**src/rtl/ilk_pkg.sv**
```systemverilog
package ilk_pkg;

  typedef enum logic [2:0] {
    CLS_OTHER  = 3'd0,
    CLS_LOAD   = 3'd1,
    CLS_FPADD  = 3'd2,
    CLS_INTADD = 3'd3,
    CLS_STORE  = 3'd4,
    CLS_BRANCH = 3'd5
  } cls_e;

  typedef enum logic [1:0] {
    PK_NONE   = 2'd0,
    PK_LOAD   = 2'd1,
    PK_FPADD  = 2'd2,
    PK_INTADD = 2'd3
  } pk_e;

  function automatic int imax(input int a, input int b);
    return (a > b) ? a : b;
  endfunction

endpackage

```
**src/rtl/ilk_sb_file.sv**
```systemverilog
module ilk_sb_file
  import ilk_pkg::*;
#(
  parameter int NREG = 32,
  parameter int CNTW = 3,
  parameter bit SKIP_ZERO = 1'b0,
  localparam int IDXW = $clog2(NREG)
) (
  input  logic            clk,
  input  logic            rst,
  input  logic            wr_en,
  input  logic [IDXW-1:0] wr_idx,
  input  logic [CNTW-1:0] wr_cnt,
  input  pk_e             wr_kind,
  input  logic [IDXW-1:0] rd_idx_a,
  input  logic [IDXW-1:0] rd_idx_b,
  output logic [CNTW-1:0] cnt_a,
  output pk_e             kind_a,
  output logic [CNTW-1:0] cnt_b,
  output pk_e             kind_b
);

  localparam logic [CNTW-1:0] ONE = CNTW'(1);

  logic [CNTW-1:0] cnt_q  [NREG];
  pk_e             kind_q [NREG];

  for (genvar i = 0; i < NREG; i++) begin : g_ent
    if (SKIP_ZERO && i == 0) begin : g_hard_zero
      assign cnt_q[i]  = '0;
      assign kind_q[i] = PK_NONE;
    end else begin : g_live
      logic hit;
      assign hit = wr_en && (wr_idx == IDXW'(i));

      always_ff @(posedge clk) begin
        if (rst) begin
          cnt_q[i]  <= '0;
          kind_q[i] <= PK_NONE;
        end else if (hit) begin
          cnt_q[i]  <= wr_cnt;
          kind_q[i] <= wr_kind;
        end else if (cnt_q[i] != '0) begin
          cnt_q[i]  <= cnt_q[i] - ONE;
        end
      end


      cnt_dec_chk: assert property (@(posedge clk) disable iff (rst)
        (!hit && cnt_q[i] != '0) |=> (cnt_q[i] == $past(cnt_q[i]) - ONE));
    end
  end

  assign cnt_a  = cnt_q[rd_idx_a];
  assign kind_a = kind_q[rd_idx_a];
  assign cnt_b  = cnt_q[rd_idx_b];
  assign kind_b = kind_q[rd_idx_b];

endmodule

```
**src/rtl/ilk_src_need.sv**
```systemverilog
module ilk_src_need
  import ilk_pkg::*;
#(
  parameter int CNTW       = 3,
  parameter int LD_GAP     = 3,
  parameter int FPA_GAP    = 5,
  parameter int FPA_ST_GAP = 4,
  parameter int INT_BR_GAP = 2,
  parameter int INT_GAP    = 1
) (
  input  logic            src_vld,
  input  logic [CNTW-1:0] cnt,
  input  pk_e             kind,
  input  cls_e            cons,
  output logic [CNTW-1:0] need
);

  localparam int FPA_TOP = imax(FPA_GAP, FPA_ST_GAP);
  localparam int INT_TOP = imax(INT_BR_GAP, INT_GAP);

  logic [CNTW-1:0] off;

  always_comb begin
    unique case (kind)
      PK_FPADD:  off = (cons == CLS_STORE)  ? CNTW'(FPA_TOP - FPA_ST_GAP)
                                            : CNTW'(FPA_TOP - FPA_GAP);
      PK_INTADD: off = (cons == CLS_BRANCH) ? CNTW'(INT_TOP - INT_BR_GAP)
                                            : CNTW'(INT_TOP - INT_GAP);
      PK_LOAD:   off = CNTW'(FPA_TOP - FPA_TOP);
      default:   off = CNTW'(FPA_TOP - FPA_TOP);
    endcase
  end

  always_comb begin
    if (src_vld && kind != PK_NONE && cnt > off) need = cnt - off;
    else                                         need = '0;
  end

endmodule

```
**src/rtl/issue_interlock.sv**
```systemverilog
module issue_interlock
  import ilk_pkg::*;
#(
  parameter int NREG       = 32,
  parameter int LD_GAP     = 3,
  parameter int FPA_GAP    = 5,
  parameter int FPA_ST_GAP = 4,
  parameter int INT_BR_GAP = 2,
  parameter int INT_GAP    = 1,
  localparam int IDXW      = $clog2(NREG)
) (
  input  logic            clk,
  input  logic            rst,
  input  logic            in_valid,
  output logic            in_ready,
  input  logic [2:0]      in_cls,
  input  logic            in_dst_vld,
  input  logic            in_dst_fp,
  input  logic [IDXW-1:0] in_dst_idx,
  input  logic            in_sa_vld,
  input  logic            in_sa_fp,
  input  logic [IDXW-1:0] in_sa_idx,
  input  logic            in_sb_vld,
  input  logic            in_sb_fp,
  input  logic [IDXW-1:0] in_sb_idx,
  output logic            stall,
  output logic            issue,
  output logic            delay_slot
);

  localparam int FPA_TOP = imax(FPA_GAP, FPA_ST_GAP);
  localparam int INT_TOP = imax(INT_BR_GAP, INT_GAP);
  localparam int MAXGAP  = imax(imax(LD_GAP, FPA_TOP), INT_TOP);
  localparam int CNTW    = $clog2(MAXGAP + 1);

  cls_e cls;
  assign cls = cls_e'(in_cls);

  // producer record written on issue
  logic            wr_en;
  logic [CNTW-1:0] wr_cnt;
  pk_e             wr_kind;

  always_comb begin
    unique case (cls)
      CLS_LOAD:   begin wr_cnt = CNTW'(LD_GAP);  wr_kind = PK_LOAD;   end
      CLS_FPADD:  begin wr_cnt = CNTW'(FPA_TOP); wr_kind = PK_FPADD;  end
      CLS_INTADD: begin wr_cnt = CNTW'(INT_TOP); wr_kind = PK_INTADD; end
      default:    begin wr_cnt = '0;             wr_kind = PK_NONE;   end
    endcase
  end

  assign wr_en = issue && in_dst_vld;

  // per-file scoreboards: index 0 = integer, 1 = floating-point
  logic [CNTW-1:0] rcnt  [2][2];
  pk_e             rkind [2][2];

  for (genvar f = 0; f < 2; f++) begin : g_file
    ilk_sb_file #(
      .NREG(NREG), .CNTW(CNTW), .SKIP_ZERO(f == 0)
    ) u_sb (
      .clk     (clk),
      .rst     (rst),
      .wr_en   (wr_en && (in_dst_fp == 1'(f))),
      .wr_idx  (in_dst_idx),
      .wr_cnt  (wr_cnt),
      .wr_kind (wr_kind),
      .rd_idx_a(in_sa_idx),
      .rd_idx_b(in_sb_idx),
      .cnt_a   (rcnt[f][0]),
      .kind_a  (rkind[f][0]),
      .cnt_b   (rcnt[f][1]),
      .kind_b  (rkind[f][1])
    );
  end

  // per-source remaining stall
  logic            src_vld [2];
  logic            src_fp  [2];
  logic [CNTW-1:0] need    [2];

  assign src_vld[0] = in_sa_vld;
  assign src_vld[1] = in_sb_vld;
  assign src_fp[0]  = in_sa_fp;
  assign src_fp[1]  = in_sb_fp;

  for (genvar s = 0; s < 2; s++) begin : g_src
    ilk_src_need #(
      .CNTW(CNTW), .LD_GAP(LD_GAP), .FPA_GAP(FPA_GAP),
      .FPA_ST_GAP(FPA_ST_GAP), .INT_BR_GAP(INT_BR_GAP), .INT_GAP(INT_GAP)
    ) u_need (
      .src_vld(src_vld[s]),
      .cnt    (src_fp[s] ? rcnt[1][s]  : rcnt[0][s]),
      .kind   (src_fp[s] ? rkind[1][s] : rkind[0][s]),
      .cons   (cls),
      .need   (need[s])
    );
  end

  logic [CNTW-1:0] need_max;
  assign need_max = (need[0] > need[1]) ? need[0] : need[1];

  assign in_ready = (need_max == '0) || !in_valid;
  assign issue    = in_valid && in_ready;
  assign stall    = in_valid && !in_ready;

  // delay slot tracking
  logic br_pend_q;

  always_ff @(posedge clk) begin
    if (rst)        br_pend_q <= 1'b0;
    else if (issue) br_pend_q <= (cls == CLS_BRANCH);
  end

  assign delay_slot = issue && br_pend_q;

  logic [23:0] in_pkt;
  assign in_pkt = {in_valid, in_cls, in_dst_vld, in_dst_fp, in_dst_idx,
                   in_sa_vld, in_sa_fp, in_sa_idx, in_sb_vld, in_sb_fp, in_sb_idx};


  idle_ready_chk: assert property (@(posedge clk) disable iff (rst)
    !in_valid |-> (in_ready && !stall && !issue));


  stall_shrinks_chk: assert property (@(posedge clk) disable iff (rst)
    stall |=> (!$stable(in_pkt) || need_max < $past(need_max)));


  zero_src_free_chk: assert property (@(posedge clk) disable iff (rst)
    (in_valid && (!in_sa_vld || (!in_sa_fp && in_sa_idx == '0))
              && (!in_sb_vld || (!in_sb_fp && in_sb_idx == '0))) |-> issue);


  slot_after_branch_chk: assert property (@(posedge clk) disable iff (rst)
    (issue && cls == CLS_BRANCH) |=> (issue |-> delay_slot));

endmodule

```
**config.mk**
```make
export PLATFORM = sky130hd
export DESIGN_NAME = issue_interlock
export DESIGN_NICKNAME = d
export VERILOG_FILES = /design/src/rtl/ilk_pkg.sv /design/src/rtl/ilk_sb_file.sv /design/src/rtl/ilk_src_need.sv /design/src/rtl/issue_interlock.sv
export SDC_FILE = /design/constraint.sdc
export NUM_CORES = 1
export LEC_CHECK = 0
export BUFFER_PORTS_ARGS = -buffer_cell sky130_fd_sc_hd__buf_4
export CELL_PAD_IN_SITES_DETAIL_PLACEMENT = 1
export CELL_PAD_IN_SITES_GLOBAL_PLACEMENT = 2
export CORE_MARGIN = 2
export CORE_UTILIZATION = 40
export CTS_CLUSTER_SIZE = 25
export DETAILED_ROUTE_END_ITERATION = 16
export PLACE_DENSITY_LB_ADDON = 0.25
export SYNTH_ARGS = -nofsm -noshare
export SYNTH_HDL_FRONTEND = slang
export SYNTH_SLANG_ARGS = --single-unit
```
**constraint.sdc**
```tcl
create_clock -name clk -period 16.84 [get_ports clk]
set_input_delay 0.842 -clock clk [delete_from_list [all_inputs] [get_ports clk]]
set_output_delay 0.842 -clock clk [all_outputs]
set_load 0.01 [all_outputs]
```
== After elaboration in Yosys (flattened, before gate mapping) ==
Memory sizes are Yosys's and may differ from the RTL's.
Cells that the tools add are included.

* $add $sub $neg: 65
* Equal/unequal tests: 40
* Mux-type cells: 409
* Multipliers: 0
* Bitwise operators: 99
* $lt $le $gt $ge: 5
* Reduce and logical (&&, ||, !) cells: 174
* Shift operators: 0
* Div/mod/pow operators: 0

{| class="wikitable"
|+ Operators with widths
! cell !! count
|-
| 2-to-1 mux 3 bit || 135
|-
| 2-to-1 mux 1 bit || 228
|-
| nonzero test 3 bit || 63
|-
| subtractor 3 x 1 -> 3 bit, second input constant || 63
|-
| OR 1 bit || 96
|-
| == test 5 bit, second input constant || 16
|-
| 2-to-1 mux 2 bit || 38
|-
| logical AND 1 bit || 73
|-
| nonzero test 2 bit || 33
|-
| == test 5 x 4 -> 1 bit, second input constant || 8
|-
| binary-select mux 3 bit (select 5 bit) || 2
|-
| binary-select mux 2 bit (select 5 bit) || 2
|-
| == test 5 x 3 -> 1 bit, second input constant || 4
|-
| >= comparator 6 bit, second input constant || 2
|-
| inverter 5 -> 6 bit || 2
|-
| == test 5 x 2 -> 1 bit, second input constant || 2
|-
| one-hot mux 3 bit (3 select lines) || 1
|-
| == test 2 bit, second input constant || 4
|-
| == test 3 x 2 -> 1 bit, second input constant || 2
|-
| == test 3 bit, second input constant || 2
|-
| > comparator 3 bit || 2
|-
| one-hot mux 2 bit (3 select lines) || 1
|-
| one-hot mux 3 bit (2 select lines) || 1
|-
| == test 5 x 1 -> 1 bit, second input constant || 1
|-
| other kinds (10) || 11
|}

* Logic and storage cells: 857
* Flip-flop bits (word level): 156
* Bits in writable memories: 160
* ROM bits: 0
* Bits in latches: 0
* Memories kept: 2

{| class="wikitable"
|+ Memories
! memory !! words !! bits a word !! read ports !! clocked after Yosys merged registers in !! write ports !! RTL line !! source
|-
| g_file[1].u_sb.cnt_q || 32 || 3 || 34 || 0 || 32 || ilk_sb_file.sv:25 || <nowiki>logic [CNTW-1:0] cnt_q [NREG];</nowiki>
|-
| g_file[1].u_sb.kind_q || 32 || 2 || 2 || 0 || 32 || ilk_sb_file.sv:26 || <nowiki>pk_e kind_q [NREG];</nowiki>
|}

== Longest topological paths before layout ==
* Word-level depth: 23
* Mapped depth: 28
* Gate-level depth less buffers: 19

== Modules after synthesis ==
A second synthesis with hierarchy kept.

* Cell total of the unflattened synthesis: 2240
* Area, all modules: 22645.5 um^2

{| class="wikitable"
|+ Modules (own cells, without submodules)
! module !! cells an instance !! area an instance (um^2) !! seq. area each (um^2) !! times used
|-
| ilk_sb_file at g_file[1].u_sb || 884 || 11328.4 || 4804.6 || 1
|-
| ilk_sb_file at g_file[0].u_sb || 1287 || 10771.6 || 3103.0 || 1
|-
| issue_interlock || 41 || 340.3 || 20.0 || 1
|-
| ilk_src_need || 14 || 102.6 || 0.0 || 2
|}

== Worst setup path after synthesis ==
No wires, ideal clock.

* Path kind: in2out
* From: in in_sb_idx[0]
* To: out delay_slot
* Data required time: 15.998 ns
* Path buffers: 7
* Cell stages on the path: 24
* Arrival time: 6.739 ns
* Path slack: 9.259 ns
* Cell sequence: buf_2 buf_2 buf_2 buf_1 mux4_2 mux4_2 mux4_2 inv_1 ha_1 nor2_1 nor3_1 a221o_1 or2_2 ha_1 nor2b_1 o21a_1 o21ai_0 o211ai_2 o32ai_4 buf_6 buf_6 buf_2 nor2_1 and2_1

* Longest elaborated chain between the ends: 16
* Elaborated cells between the ends (all ways): 26
* Classes of those cells: 1 x add/sub; 2 x order compare; 2 x eq/ne; 11 x mux; 1 x bitwise; 7 x reduce/logical; 2 x memory

{| class="wikitable"
|+ RTL lines
! item !! RTL line !! source
|-
| start, declared || issue_interlock.sv:25 || <nowiki>input logic [IDXW-1:0] in_sb_idx,</nowiki>
|-
| inverter 5 -> 6 bit (not written as such) || ilk_sb_file.sv:56, ilk_sb_file.sv:57 ||
|-
| binary-select mux 2 bit (select 5 bit) || ilk_sb_file.sv:57 || <nowiki>assign kind_b = kind_q[rd_idx_b];</nowiki>
|-
| 2-to-1 mux 2 bit (not written as such) (2 in series) || ilk_sb_file.sv:57 ||
|-
| 2-to-1 mux 2 bit || issue_interlock.sv:95 || <nowiki>.kind (src_fp[s] ? rkind[1][s] : rkind[0][s]),</nowiki>
|-
| == test 2 bit || ilk_src_need.sv:24 || <nowiki>unique case (kind)</nowiki>
|-
| one-hot mux 1 bit (2 select lines) || ilk_src_need.sv:24 ||
|-
| > comparator 3 x 1 -> 1 bit || ilk_src_need.sv:35 || <nowiki>if (src_vld && kind != PK_NONE && cnt > off) need = cnt - off;</nowiki>
|-
| logical AND 1 bit || ilk_src_need.sv:35 ||
|-
| 2-to-1 mux 3 bit * || ilk_src_need.sv:35 ||
|-
| > comparator 3 bit || issue_interlock.sv:102 || <nowiki>assign need_max = (need[0] > need[1]) ? need[0] : need[1];</nowiki>
|-
| 2-to-1 mux 3 bit * || issue_interlock.sv:102 ||
|-
| logical NOT 3 bit * || issue_interlock.sv:104 || <nowiki>assign in_ready = (need_max == '0) || !in_valid;</nowiki>
|-
| logical OR 1 bit * || issue_interlock.sv:104 ||
|-
| logical AND 1 bit * || issue_interlock.sv:105 || <nowiki>assign issue = in_valid && in_ready;</nowiki>
|-
| net issue || issue_interlock.sv:27 || <nowiki>output logic issue,</nowiki>
|-
| logical AND 1 bit * || issue_interlock.sv:116 || <nowiki>assign delay_slot = issue && br_pend_q;</nowiki>
|-
| end, declared || issue_interlock.sv:28 || <nowiki>output logic delay_slot</nowiki>
|}

The timed path passes the listed nets; every way through them passes the cells marked *. The select of a mux whose other input is x is not followed.

== Worst setup path after layout ==
* From: in in_sb_idx[1]
* To: out delay_slot

* Longest elaborated chain between the ends: 16
* Elaborated cells between the ends (all ways): 26
* Classes of those cells: 1 x add/sub; 2 x order compare; 2 x eq/ne; 11 x mux; 1 x bitwise; 7 x reduce/logical; 2 x memory

{| class="wikitable"
|+ RTL lines
! item !! RTL line
|-
| inverter 5 -> 6 bit (not written as such) || ilk_sb_file.sv:56, ilk_sb_file.sv:57
|-
| binary-select mux 2 bit (select 5 bit) || ilk_sb_file.sv:57
|-
| 2-to-1 mux 2 bit (not written as such) (2 in series) || ilk_sb_file.sv:57
|-
| 2-to-1 mux 2 bit || issue_interlock.sv:95
|-
| == test 2 bit || ilk_src_need.sv:24
|-
| one-hot mux 1 bit (2 select lines) || ilk_src_need.sv:24
|-
| > comparator 3 x 1 -> 1 bit || ilk_src_need.sv:35
|-
| logical AND 1 bit || ilk_src_need.sv:35
|-
| 2-to-1 mux 3 bit * || ilk_src_need.sv:35
|-
| > comparator 3 bit || issue_interlock.sv:102
|-
| 2-to-1 mux 3 bit * || issue_interlock.sv:102
|-
| logical NOT 3 bit * || issue_interlock.sv:104
|-
| logical OR 1 bit * || issue_interlock.sv:104
|-
| logical AND 1 bit * || issue_interlock.sv:105
|-
| logical AND 1 bit * || issue_interlock.sv:116
|}

Every way passes the cells marked *; elsewhere a longest branch is shown, timed or not. The select of a mux whose other input is x is not followed.

==> qor.yml <==
die-area_um2: 59600
drive_above_1_share_pct: 19.4
path_clk_slew_ns: 0.06
hp-class: "reg2reg"
drcViolationCount: 0
die_h_um: 244
cts_hold_buf: 0
grt_max_degree: 78
finalSetupTns_ns: 0
power.leakage_nw: 9.87
layout.nets: 2293
numCtsBuffers: 41
maxCapViolations: 0
clk_latency_ns: 0.58
critPathLaunchType: "primary input"
io_pins: 31
period_needed_ns: 8.52
synth_most_common_cell: "nor2_1"
cts_resized: 0
syn2layout_area_growth_pct: 7.88
tightestPinTransition_ns: 1.10
finClkSkew_ns: 0.0216
cts_sinks: 316
max_freq_ghz: 0.117
synth_area_um2: 23100
gp_congestion: 0.939
reg2reg_to: "g_file[1].u_sb.cnt_q[30][1]"
worstSetupStartpoint: "in_sb_idx[1]"
ys_top_cells_by_count: "nor2_1, mux2i_1, edfxtp_1"
drtAntennaViolNets: 0
synthCells: 2223
synth_cell_types: 65
num_rows: 88
htree_levels: 2
rsz0062_at_grt: "no"
outcome: "completed"
synthTopCellsByArea: "edfxtp_1, dfxtp_1, mux4_2, mux2i_1, ha_1"
overflow: 0
synth_area_leader_cell: "edfxtp_1"
avgSynthCellArea_um2: 10.4
cts_buffer_depth: 3
multiInputGateArea_um2: 13700
finalCritPeriodShare_pct: 50.6
hold_ws_ns: 0.474
wire_per_inst_um: 26.1
worst-r2r-cell-count: 18
power_density_nw_per_um2: 150
ff2ff_setup_slack_ns: 10.41
num_antenna_cells: 0
die_w_um: 244
max_slew_margin_pct: 26.5
portBuffers: 30
ys_seq_elements: 316
synth-async-reset-ratio_pct: 0
coreArea_um2: 57400
cp-end-kind: "output port"
crit_fanout: 57
place_hpwl_mm: 53.9
synth_edf_count: 160
hold_viol: 0
fill_cells: 6247
drt_iter0_drc: 1285
synth_top_area_share_pct: 20.8
drtPass1Iterations: 5
yosysSeqAreaShare_pct: 34.4
grt_pass1_vias: 18200
worstSetupPathType: "in2out"
grt_usage_pct: 25.9
cp.required_ns: 16.00
cp_data_arrival_time_ns: 7.68
endpoint: "delay_slot"
syn_nets: 2383
setup_viol: 0
synth_warnings: 0
via_count: 17300
cts_tree: "built"
irDropWorstVdd_uv: 72.1
postCtsSetupBuffers: 0
antenna_found_initial: 2
initial_core_util_pct: 40.2
grt_pass1_wl_mm: 117
routed_via_density: 5.89
seq_area_um2: 7930
clock-root-buffer: "clkbuf_16"
wirelength_mm: 76.4
synth_ff_type: "edfxtp_1"
finalMaxSlewViolations: 0
timing.rr.start: "g_file[1].u_sb.cnt_q[28][0]"
-- worst max-delay path, cell delays in order --
cell,delay [ns]
buf_4,0.48
buf_4,0.69
nor2b_1,0.67
a221oi_1,0.19
or3_1,0.40
a31oi_1,0.28
a311oi_1,0.10
a211oi_1,0.21
ha_1,0.31
nor2_1,0.13
nor3_1,0.06
a221o_1,0.44
or2_2,0.30
ha_1,0.29
nor2b_1,0.14
o21a_1,0.15
o21ai_0,0.40
o211ai_2,0.20
o32ai_4,0.17
buf_4,0.59
nor2_1,0.19
and2_1,0.21
buf_4,0.14
-- cells in the final DEF, fill, tap and decap left out, types with 11 or more instances in the layout --
cell / count
nor3_1: 102
nand2b_1: 17
a22oi_1: 14
nand3_1: 37
nor2b_1: 73
inv_1: 142
buf_4: 58
or3_1: 55
nand2_1: 151
xnor2_1: 61
o22ai_1: 13
ha_1: 133
dfxtp_1: 156
mux2_1: 33
nor3_2: 11
a21oi_1: 49
mux2_2: 131
nor2_1: 212
o21ai_0: 33
clkbuf_16: 44
mux4_2: 126
o311ai_0: 19
mux2i_1: 192
edfxtp_1: 160
-- metal layers --
metal	share of wire [%]	wire, um	up-vias	track usage [%]
li1	-	-	7819	-
met1	43	32800	8864	33.4
met2	49	37500	458	44.9
met3	5.3	4070	118	3.82
met4	2.7	2040	2	7.26
met5	0.017	13	-	0
-- cell families after synthesis --
family                   count (synthesis)  synth area share, %
AND/OR/NAND/NOR                        696                 14.7
multiplexers                           492                 29.3
AO/OA/AOI/OAI                          188                 5.58
XOR/XNOR                                63                 2.39
buffers and inverters                  335                 6.44
flip-flops                             316                 34.4
adder cells (fa/ha/maj)                133                 7.21
-- power breakdown --
| part | leakage (nW) | switching [mW] | internal (mW) |
|---|---|---|---|
| logic | 6.20 | 0.790 | 0.731 |
| registers | 3.00 | 0.243 | 1.06 |
| clock network | 0.666 | 0.366 | 0.539 |
| total | 9.87 | 1.40 | 2.33 |
-- state kept, by name (all words and copies together), names as in the netlist --
| signal | cells |
|---|---|
| g_file.u_sb.cnt_q | 189 |
| g_file.u_sb.kind_q | 126 |
| br_pend_q | 1 |
-- worst min-delay path by stage --
stage,start,endpoint,slack [ns],depth (start not counted)
after floorplan,br_pend_q,br_pend_q,0.43,2
after global placement,br_pend_q,br_pend_q,0.45,2
after detailed placement,g_file[0].u_sb.kind_q[56],g_file[0].u_sb.kind_q[56],0.46,2
after CTS,g_file[0].u_sb.kind_q[38],g_file[0].u_sb.kind_q[38],0.48,2
after global routing,g_file[0].u_sb.kind_q[1],g_file[0].u_sb.kind_q[1],0.50,2
final,g_file[0].u_sb.kind_q[38],g_file[0].u_sb.kind_q[38],0.47,2
-- cell type report --
class / count / share of cell area (%)
inverters: 144 / 2.18
repair buffers: 58 / 1.75
clock inverters: 24 / 0.880
clock buffers: 50 / 4.56
well taps: 765 / 3.85
multi-input cells: 1572 / 54.9
flip-flops and latches: 316 / 31.9
-- metrics by stage --
step / std cells / utilization [%] / power, mW / setup WS, ns / instance area (um2)
6_report: 2929 / 43.4 / 3.73 / 8.32 / 24900
5_1_grt: 2929 / 43.4 / 4.00 / 7.97 / 24900
4_1_cts: 2929 / 43.4 / 3.76 / 8.38 / 24900
3_5_place_dp: 2855 / 41.0 / 2.83 / 8.41 / 23500
3_3_place_gp: 2855 / 41.0 / 2.75 / 8.56 / 23500
2_1_floorplan: 2223 / - / 2.41 / 9.26 / 23100
(Power assumes the default switching activity.)
